===== src/rtl/pcb_pkg.sv =====
package pcb_pkg;
  localparam int CODE_W    = 6;
  localparam int EVT_COUNT = 54;

  typedef struct packed {
    logic [CODE_W-1:0] code;
    logic              clr_on_rd;
  } ctr_cfg_t;
endpackage


===== src/rtl/pcb_cfg_slot.sv =====
module pcb_cfg_slot
  import pcb_pkg::*;
(
  input  logic     clk,
  input  logic     rst,
  input  logic     wr_en,
  input  ctr_cfg_t wr_cfg,
  output ctr_cfg_t cfg
);
  always_ff @(posedge clk) begin
    if (rst)        cfg <= '0;
    else if (wr_en) cfg <= wr_cfg;
  end


  slot_hold_chk: assert property (@(posedge clk) disable iff (rst)
    !wr_en |=> $stable(cfg));
endmodule


===== src/rtl/pcb_event_mux.sv =====
module pcb_event_mux #(
  parameter int NUM_EVT = pcb_pkg::EVT_COUNT,
  parameter int CODE_W  = pcb_pkg::CODE_W
) (
  input  logic               clk,
  input  logic               rst,
  input  logic [NUM_EVT-1:0] evt,
  input  logic [CODE_W-1:0]  code,
  output logic               hit
);
  localparam int SPAN = 1 << CODE_W;

  logic [SPAN-1:0] evt_ext;

  generate
    if (SPAN > NUM_EVT) begin : g_pad
      assign evt_ext = {{(SPAN-NUM_EVT){1'b0}}, evt};
    end else begin : g_trim
      assign evt_ext = evt[SPAN-1:0];
    end
  endgenerate

  always_comb begin
    if (code == '0) hit = 1'b1;
    else            hit = evt_ext[code];
  end


  cycle_code_chk: assert property (@(posedge clk) disable iff (rst)
    (code == '0) |-> hit);

  dead_code_chk: assert property (@(posedge clk) disable iff (rst)
    (32'(code) >= NUM_EVT) |-> !hit);
endmodule


===== src/rtl/pcb_counter_cell.sv =====
module pcb_counter_cell #(
  parameter int CTR_W = 64
) (
  input  logic             clk,
  input  logic             rst,
  input  logic             inc,
  input  logic             clr,
  output logic [CTR_W-1:0] count
);
  always_ff @(posedge clk) begin
    if (rst)      count <= '0;
    else if (clr) count <= CTR_W'(inc);
    else if (inc) count <= count + 1'b1;
  end


  clear_value_chk: assert property (@(posedge clk) disable iff (rst)
    clr |=> count == CTR_W'($past(inc)));

  step_wrap_chk: assert property (@(posedge clk) disable iff (rst)
    (!clr && inc) |=> count == CTR_W'($past(count) + 1'b1));

  idle_hold_chk: assert property (@(posedge clk) disable iff (rst)
    (!clr && !inc) |=> $stable(count));
endmodule


===== src/rtl/pcb_read_port.sv =====
module pcb_read_port #(
  parameter int NUM_CTR = 4,
  parameter int CTR_W   = 64,
  localparam int IDX_W  = $clog2(NUM_CTR)
) (
  input  logic             clk,
  input  logic             rst,
  input  logic             rd_en,
  input  logic [IDX_W-1:0] rd_idx,
  input  logic [CTR_W-1:0] counts [NUM_CTR],
  output logic [CTR_W-1:0] rd_data,
  output logic             rd_valid
);
  always_ff @(posedge clk) begin
    if (rst) begin
      rd_data  <= '0;
      rd_valid <= 1'b0;
    end else begin
      rd_valid <= rd_en;
      if (rd_en) rd_data <= counts[rd_idx];
    end
  end


  valid_follow_chk: assert property (@(posedge clk) disable iff (rst)
    rd_en |=> rd_valid);

  valid_quiet_chk: assert property (@(posedge clk) disable iff (rst)
    !rd_en |=> !rd_valid);

  data_hold_chk: assert property (@(posedge clk) disable iff (rst)
    !rd_en |=> $stable(rd_data));
endmodule


===== src/rtl/perf_counter_bank.sv =====
module perf_counter_bank
  import pcb_pkg::*;
#(
  parameter int NUM_CTR = 4,
  parameter int CTR_W   = 64,
  parameter int NUM_EVT = pcb_pkg::EVT_COUNT,
  localparam int IDX_W  = $clog2(NUM_CTR),
  localparam int CODE_W = pcb_pkg::CODE_W
) (
  input  logic               clk,
  input  logic               rst,
  input  logic [NUM_EVT-1:0] evt_pulse,
  input  logic               cfg_wr,
  input  logic [IDX_W-1:0]   cfg_idx,
  input  logic [CODE_W-1:0]  cfg_code,
  input  logic               cfg_clr_on_rd,
  input  logic               rd_en,
  input  logic [IDX_W-1:0]   rd_idx,
  output logic [CTR_W-1:0]   rd_data,
  output logic               rd_valid
);
  ctr_cfg_t         wr_cfg;
  ctr_cfg_t         cfg    [NUM_CTR];
  logic [CTR_W-1:0] counts [NUM_CTR];
  logic             hit    [NUM_CTR];
  logic             clr    [NUM_CTR];

  assign wr_cfg = '{code: cfg_code, clr_on_rd: cfg_clr_on_rd};

  generate
    for (genvar g = 0; g < NUM_CTR; g++) begin : g_ctr
      logic wr_sel;
      assign wr_sel = cfg_wr && (cfg_idx == IDX_W'(g));
      assign clr[g] = rd_en && (rd_idx == IDX_W'(g)) && cfg[g].clr_on_rd;

      pcb_cfg_slot u_slot (
        .clk    (clk),
        .rst    (rst),
        .wr_en  (wr_sel),
        .wr_cfg (wr_cfg),
        .cfg    (cfg[g])
      );

      pcb_event_mux #(.NUM_EVT(NUM_EVT), .CODE_W(CODE_W)) u_mux (
        .clk  (clk),
        .rst  (rst),
        .evt  (evt_pulse),
        .code (cfg[g].code),
        .hit  (hit[g])
      );

      pcb_counter_cell #(.CTR_W(CTR_W)) u_cell (
        .clk   (clk),
        .rst   (rst),
        .inc   (hit[g]),
        .clr   (clr[g]),
        .count (counts[g])
      );


      cfg_keeps_count_chk: assert property (@(posedge clk) disable iff (rst)
        (wr_sel && !clr[g]) |=> counts[g] == CTR_W'($past(counts[g]) + $past(hit[g])));
    end
  endgenerate

  pcb_read_port #(.NUM_CTR(NUM_CTR), .CTR_W(CTR_W)) u_rd (
    .clk      (clk),
    .rst      (rst),
    .rd_en    (rd_en),
    .rd_idx   (rd_idx),
    .counts   (counts),
    .rd_data  (rd_data),
    .rd_valid (rd_valid)
  );
endmodule


===== config.mk =====
export PLATFORM = sky130hd
export DESIGN_NAME = perf_counter_bank
export DESIGN_NICKNAME = d
export VERILOG_FILES = /design/src/rtl/pcb_pkg.sv /design/src/rtl/pcb_cfg_slot.sv /design/src/rtl/pcb_event_mux.sv /design/src/rtl/pcb_counter_cell.sv /design/src/rtl/pcb_read_port.sv /design/src/rtl/perf_counter_bank.sv
export SDC_FILE = /design/constraint.sdc
export NUM_CORES = 1
export LEC_CHECK = 0
export ABC_CLOCK_PERIOD_IN_PS = 2710
export BUFFER_PORTS_ARGS = -buffer_cell sky130_fd_sc_hd__buf_2
export CORE_ASPECT_RATIO = 1.75
export CORE_MARGIN = 1.5
export CORE_UTILIZATION = 55
export CTS_BUF_LIST = sky130_fd_sc_hd__clkbuf_8
export CTS_CLUSTER_DIAMETER = 30
export CTS_CLUSTER_SIZE = 16
export DETAILED_ROUTE_END_ITERATION = 10
export PLACE_DENSITY = 0.73
export SETUP_SLACK_MARGIN = 0.15
export SLEW_MARGIN = 15
export SYNTH_ARGS = -nofsm -noshare
export SYNTH_HDL_FRONTEND = slang
export SYNTH_SLANG_ARGS = --single-unit

===== constraint.sdc =====
create_clock -name clk -period 2.71 [get_ports clk]
set_input_delay 0.271 -clock clk [delete_from_list [all_inputs] [get_ports clk]]
set_output_delay 0.271 -clock clk [all_outputs]
set_load 0.05 [all_outputs]

; Word-level counts from Yosys, hierarchy flattened
; Index checks and enable logic that the tools add are counted.
[word_totals]
word_cells = 83
output_inout_bits = 65
reg_bits = 349
[classes]
magnitude_cmp = 5
eq_ne = 6
add_sub_neg = 4
n_reduce_logical = 26
bitwise_logic = 1
muxes = 23
[op_table]
columns = cell, count
row1 = adder 64 x 1 -> 64 bit (second input constant), 4
row2 = binary-select mux 64 bit (select 2 bit), 1
row3 = 2-to-1 mux 64 bit, 2
row4 = < comparator 6 x 7 -> 1 bit (second input constant), 4
row5 = binary-select mux 1 bit (select 6 bit), 4
row6 = zero test 6 bit, 4
row7 = 2-to-1 mux 1 bit, 16
row8 = logical AND 1 bit, 12
row9 = equality test 2 bit (second input constant), 4
row10 = nonzero test 2 bit, 4
row11 = OR reduction 2 bit, 4
row12 = equality test 2 x 1 -> 1 bit (second input constant), 2
row13 = zero test 2 bit, 2
row14 = greater-or-equal comparator 3 bit (second input constant), 1
row15 = NOT 2 -> 3 bit, 1

; Depth between registers and ports, before layout
[depth]
word_depth = 5
ltp_mapped = 12
ltp_nobuf = 7

; By module
; From an unflattened synthesis, not the netlist that was laid out.
[unflattened]
hier_cells = 2118
hier_area_um2 = 19525.0
[modules_own_cells]
columns = module, area_per_inst_um2, instances, cells_each, seq_area_each_um2
row1 = pcb_counter_cell, 3045.4, 4, 369, 1281.2
row2 = pcb_read_port, 4349.2, 1, 366, 1301.2
row3 = pcb_event_mux, 481.7, 4, 45, 0.0
row4 = pcb_cfg_slot, 247.7, 4, 22, 140.1
row5 = perf_counter_bank, 76.3, 1, 8, 0.0

; Least setup slack after synthesis
; Ideal clock, no wire load.
[synth_path]
path_type = register -> register
from = register, netlist name g_ctr[1].u_slot.cfg[2]
to = register g_ctr[1].u_cell.count[0]
setup_slack_ns = -0.059
n_path_buf = 4
arrival_time_ns = 2.642
stages_incl_launch_ff = 11
cell_sequence = dfxtp_1 -> buf_2 -> mux4_2 -> mux4_2 -> o211ai_1 -> and2_0 -> clkbuf_1 -> buf_2 -> buf_2 -> xnor2_1 -> nor2_1
[synth_between]
elab_chain_len = 4
elab_cells_between_ends = 6
cone_classes = mux: 4 / reduce/logical: 2
[synth_lines]
columns = item, line_no
row1 = binary-select mux 1 bit (select 6 bit), pcb_event_mux.sv:25  ; else hit = evt_ext[code];
row2 = 2-to-1 mux 1 bit (not written as such), pcb_event_mux.sv:25
row3 = 2-to-1 mux 1 bit (*), pcb_event_mux.sv:24  ; if (code == '0) hit = 1'b1;
row4 = 2-to-1 mux 1 bit / nonzero test 2 bit (equally long branches), --
row5 = "end signal, assigned", pcb_counter_cell.sv:12  ; else if (clr) count <= CTR_W'(inc);
row6 = "end signal, assigned", pcb_counter_cell.sv:13  ; else if (inc) count <= count + 1'b1;
row7 = "end, declared", pcb_counter_cell.sv:8  ; output logic [CTR_W-1:0] count
; Every way passes the cells marked *; elsewhere a longest branch is shown, timed or not. The select of a mux whose other input is x is not followed.
; A chain may end at the register's enable or synchronous reset.

; Final worst setup path
[layout_path]
from = register g_ctr[3].u_cell.count[28]
to = register g_ctr[3].u_cell.count[54]
[layout_between]
elab_chain_len = 1
[layout_lines]
columns = item, line_no
row1 = "start, declared", pcb_counter_cell.sv:8
row2 = "start signal, assigned", pcb_counter_cell.sv:12
row3 = "start signal, assigned", pcb_counter_cell.sv:13
row4 = adder 64 x 1 -> 64 bit, pcb_counter_cell.sv:13
; Every way passes these cells.

==> run metrics <==
Clock Path Buffers=3; total power=12.26 mW; Clock H-tree levels=2; largest net degree at the start of global routing=68; DR DRC count=0; Worst Hold Path EP=g_ctr[3].u_slot.cfg[6]; All-Layer GR Usage=41.25%; Worst Skew=44.09 ps; Port Buffers=133; clk_lat worst skew=640 ps; CTS buffer count=52; register area share after synthesis=35.73%; Max Cap Violations=0; Setup Viol. Count Final=124; DP HPWL=54,510 um; vias in the first global route=19.85k; Die W=145.5 um; Mapped Cells=2,134; io pins=134; share of the synthesized area in the top cell type=35.73%; Final period util=106.7%; Mapped Area=19,550 um2; fin util=73.69%; R2R Path End=g_ctr[3].u_cell.count[54]; die height=252.4 um; gr ovfl total=0; initial antenna violation count=4; area delta synth->final=32.59%; flop2flop setup slack=-180 ps; critical path type=reg -> reg; dpl ws=-373.1 ps; failing checks=setup timing; Worst Path Max Fanout=21; Pleak=9.228 nW; nets=2,585; hold path cells=3; RSZ-0062 raised after global routing=true; Synth Register Bits=349; cell total after placement=2,844; core area=35,180 um2; synth cell count leaders=349 x dfxtp_1, 227 x nor2_1, 153 x a21oi_1, 137 x nand2_1, 136 x mux2i_1; TritonCTS clock tree=yes; count leader, synth=dfxtp_1; Post-Layout Cell Count=3,023; RR Startpoint=g_ctr[3].u_cell.count[28]; first-pass GRT wire length=114,800 um; critical path arrival=3460 ps; Worst setup SP type=flip-flop; ratio of cells with drive above 1 in the final layout=34.79%; Yosys warning total=0; main flop type after synthesis=dfxtp_1; row cnt=91; Synth Net Count=2,207; Clk pin slew, worst setup/hold paths=80 ps; hold path start=cfg_code[5]; Critical Path Sink Type=flip-flop; Max Fclk=345.8 MHz; top post-synthesis cells by area=dfxtp_1 36%, mux4_2 12%, mux2i_1 7.0%; drt initial violations=1,827; routed len/inst=25.90 um; Yosys top cell by area=dfxtp_1; clk root buf=clkbuf_8; Vias=20.08k; setup ws final=-182.0 ps; Avg Cell Area, Syn=9.163 um2; maximum vdd drop=573.0 uV; post-route ant nets=0; CP required=3270 ps; Initial Utilization=55.58%; Slew Limit Fails=0; Final TNS setup=-10,010 ps; DIE AREA=36,740 um2; worst slew pin tran=894.4 ps; worst rel slew slack=40.25%; PwrDens=473.0 nW/um2; clk sinks=349; Post-synth ARST share=0%; reg2reg path depth=8; EDFF count, synth=0; shortest period the worst path allows=2892 ps; gpl congestion=1.008; final wirelength=78,310 um; Vias per Instance=6.642; fillers=2,519; HP Class=in -> reg; outcome=finished with violations; count of unique library cells instantiated by Yosys=88; Worst Setup SP=g_ctr[3].u_cell.count[28]; DRT Pass-1 Iters=7; final hold violations=0
## kinds of logic after synthesis
logic type / Yosys count / share of synthesized area (%)
buf+inv: 204 / 4.460
mux: 247 / 19.54
compound gates: 397 / 13.12
fa+ha+maj: 4 / 0.2560
xor+xnor: 98 / 4.390
simple gates: 835 / 22.51
flops: 349 / 35.73
## per-stage QoR
stage | hold WS, ps | cell area [um2]
after CTS | 11.30 | 25220
after global routing | 57.11 | 25920
after detailed placement | 477.9 | 22460
after global placement | 458.1 | 22460
after floorplan | 409.6 | 19720
final | 21.25 | 25930
## layout by cell type (no fill, tap or decap), types with 82 or more instances in the layout
cell type / n
dfxtp_1: 328
xnor2_1: 82
buf_2: 130
buf_4: 236
mux4_2: 106
mux2i_1: 131
nand2_1: 134
a21oi_1: 132
nand3_1: 93
nor2_1: 224
## critical path, stage by stage (launching register included)
cell	delay (ps)
dfxtp_2	350
and4_4	260
nand4_4	100
or4_4	460
or4_4	580
a2111o_1	390
buf_12	180
or3_1	340
a21oi_1	130
## what timing repair did
item	CTS	global route
endpoints found under the setup margin	238	251
hold endpoints to repair	12	0
resized for setup	221	131
buffers inserted	43	18
pin swaps	138	89
hold buffers	4	0
cloned	13	1
## metal layers
| layer | share of wire [%] | up-vias | GRT usage, % |
|---|---|---|---|
| met1 | 31 | 9629 | 38.87 |
| li1 | - | 8790 | - |
| met4 | 12 | 2 | 41.69 |
| met2 | 49 | 1184 | 71.77 |
| met3 | 8.4 | 474 | 9.693 |
| met5 | 0.014 | - | 0 |
## state kept, by name, indices dropped and copies added, names as in the netlist
| signal | cells |
|---|---|
| g_ctr.u_cell.count | 256 |
| g_ctr.u_slot.cfg | 28 |
| u_rd.rd_data | 64 |
| u_rd.rd_valid | 1 |
## power by group
| part | switching [mW] | internal, mW | leakage (nW) | total [mW] |
|---|---|---|---|---|
| Clock | 2.39 | 2.84 | 0.626 | 5.23 |
| Combinational | 0.982 | 0.792 | 5.78 | 1.77 |
| Sequential | 0.0812 | 5.18 | 2.83 | 5.26 |
| Total | 3.46 | 8.81 | 9.23 | 12.3 |
## final cells by class
cell class | count | area, um2 | area share (%)
antenna | 3 | 7.507 | 0.02896
timing repair buffer | 464 | 3842 | 14.82
tap | 465 | 581.8 | 2.244
sequential | 349 | 7023 | 27.09
clock inverter | 38 | 449.2 | 1.733
inverter | 57 | 217.7 | 0.8397
clock buffer | 59 | 812.0 | 3.132
multi-input combinational | 1588 | 12990 | 50.11
## how the worst max path moves through the flow
| stage | end | slack [ps] | cells after the start |
|---|---|---|---|
| after CTS | g_ctr[0].u_cell.count[2] | -140 | 12 |
| after global placement | g_ctr[0].u_cell.count[6] | -300 | 11 |
| after floorplan | g_ctr[0].u_cell.count[8] | 80 | 8 |
| after detailed placement | g_ctr[0].u_cell.count[8] | -370 | 10 |
| final | g_ctr[3].u_cell.count[54] | -180 | 8 |
| after global routing | g_ctr[0].u_cell.count[2] | -260 | 13 |
No activity file was read; power rests on OpenSTA's default activity.
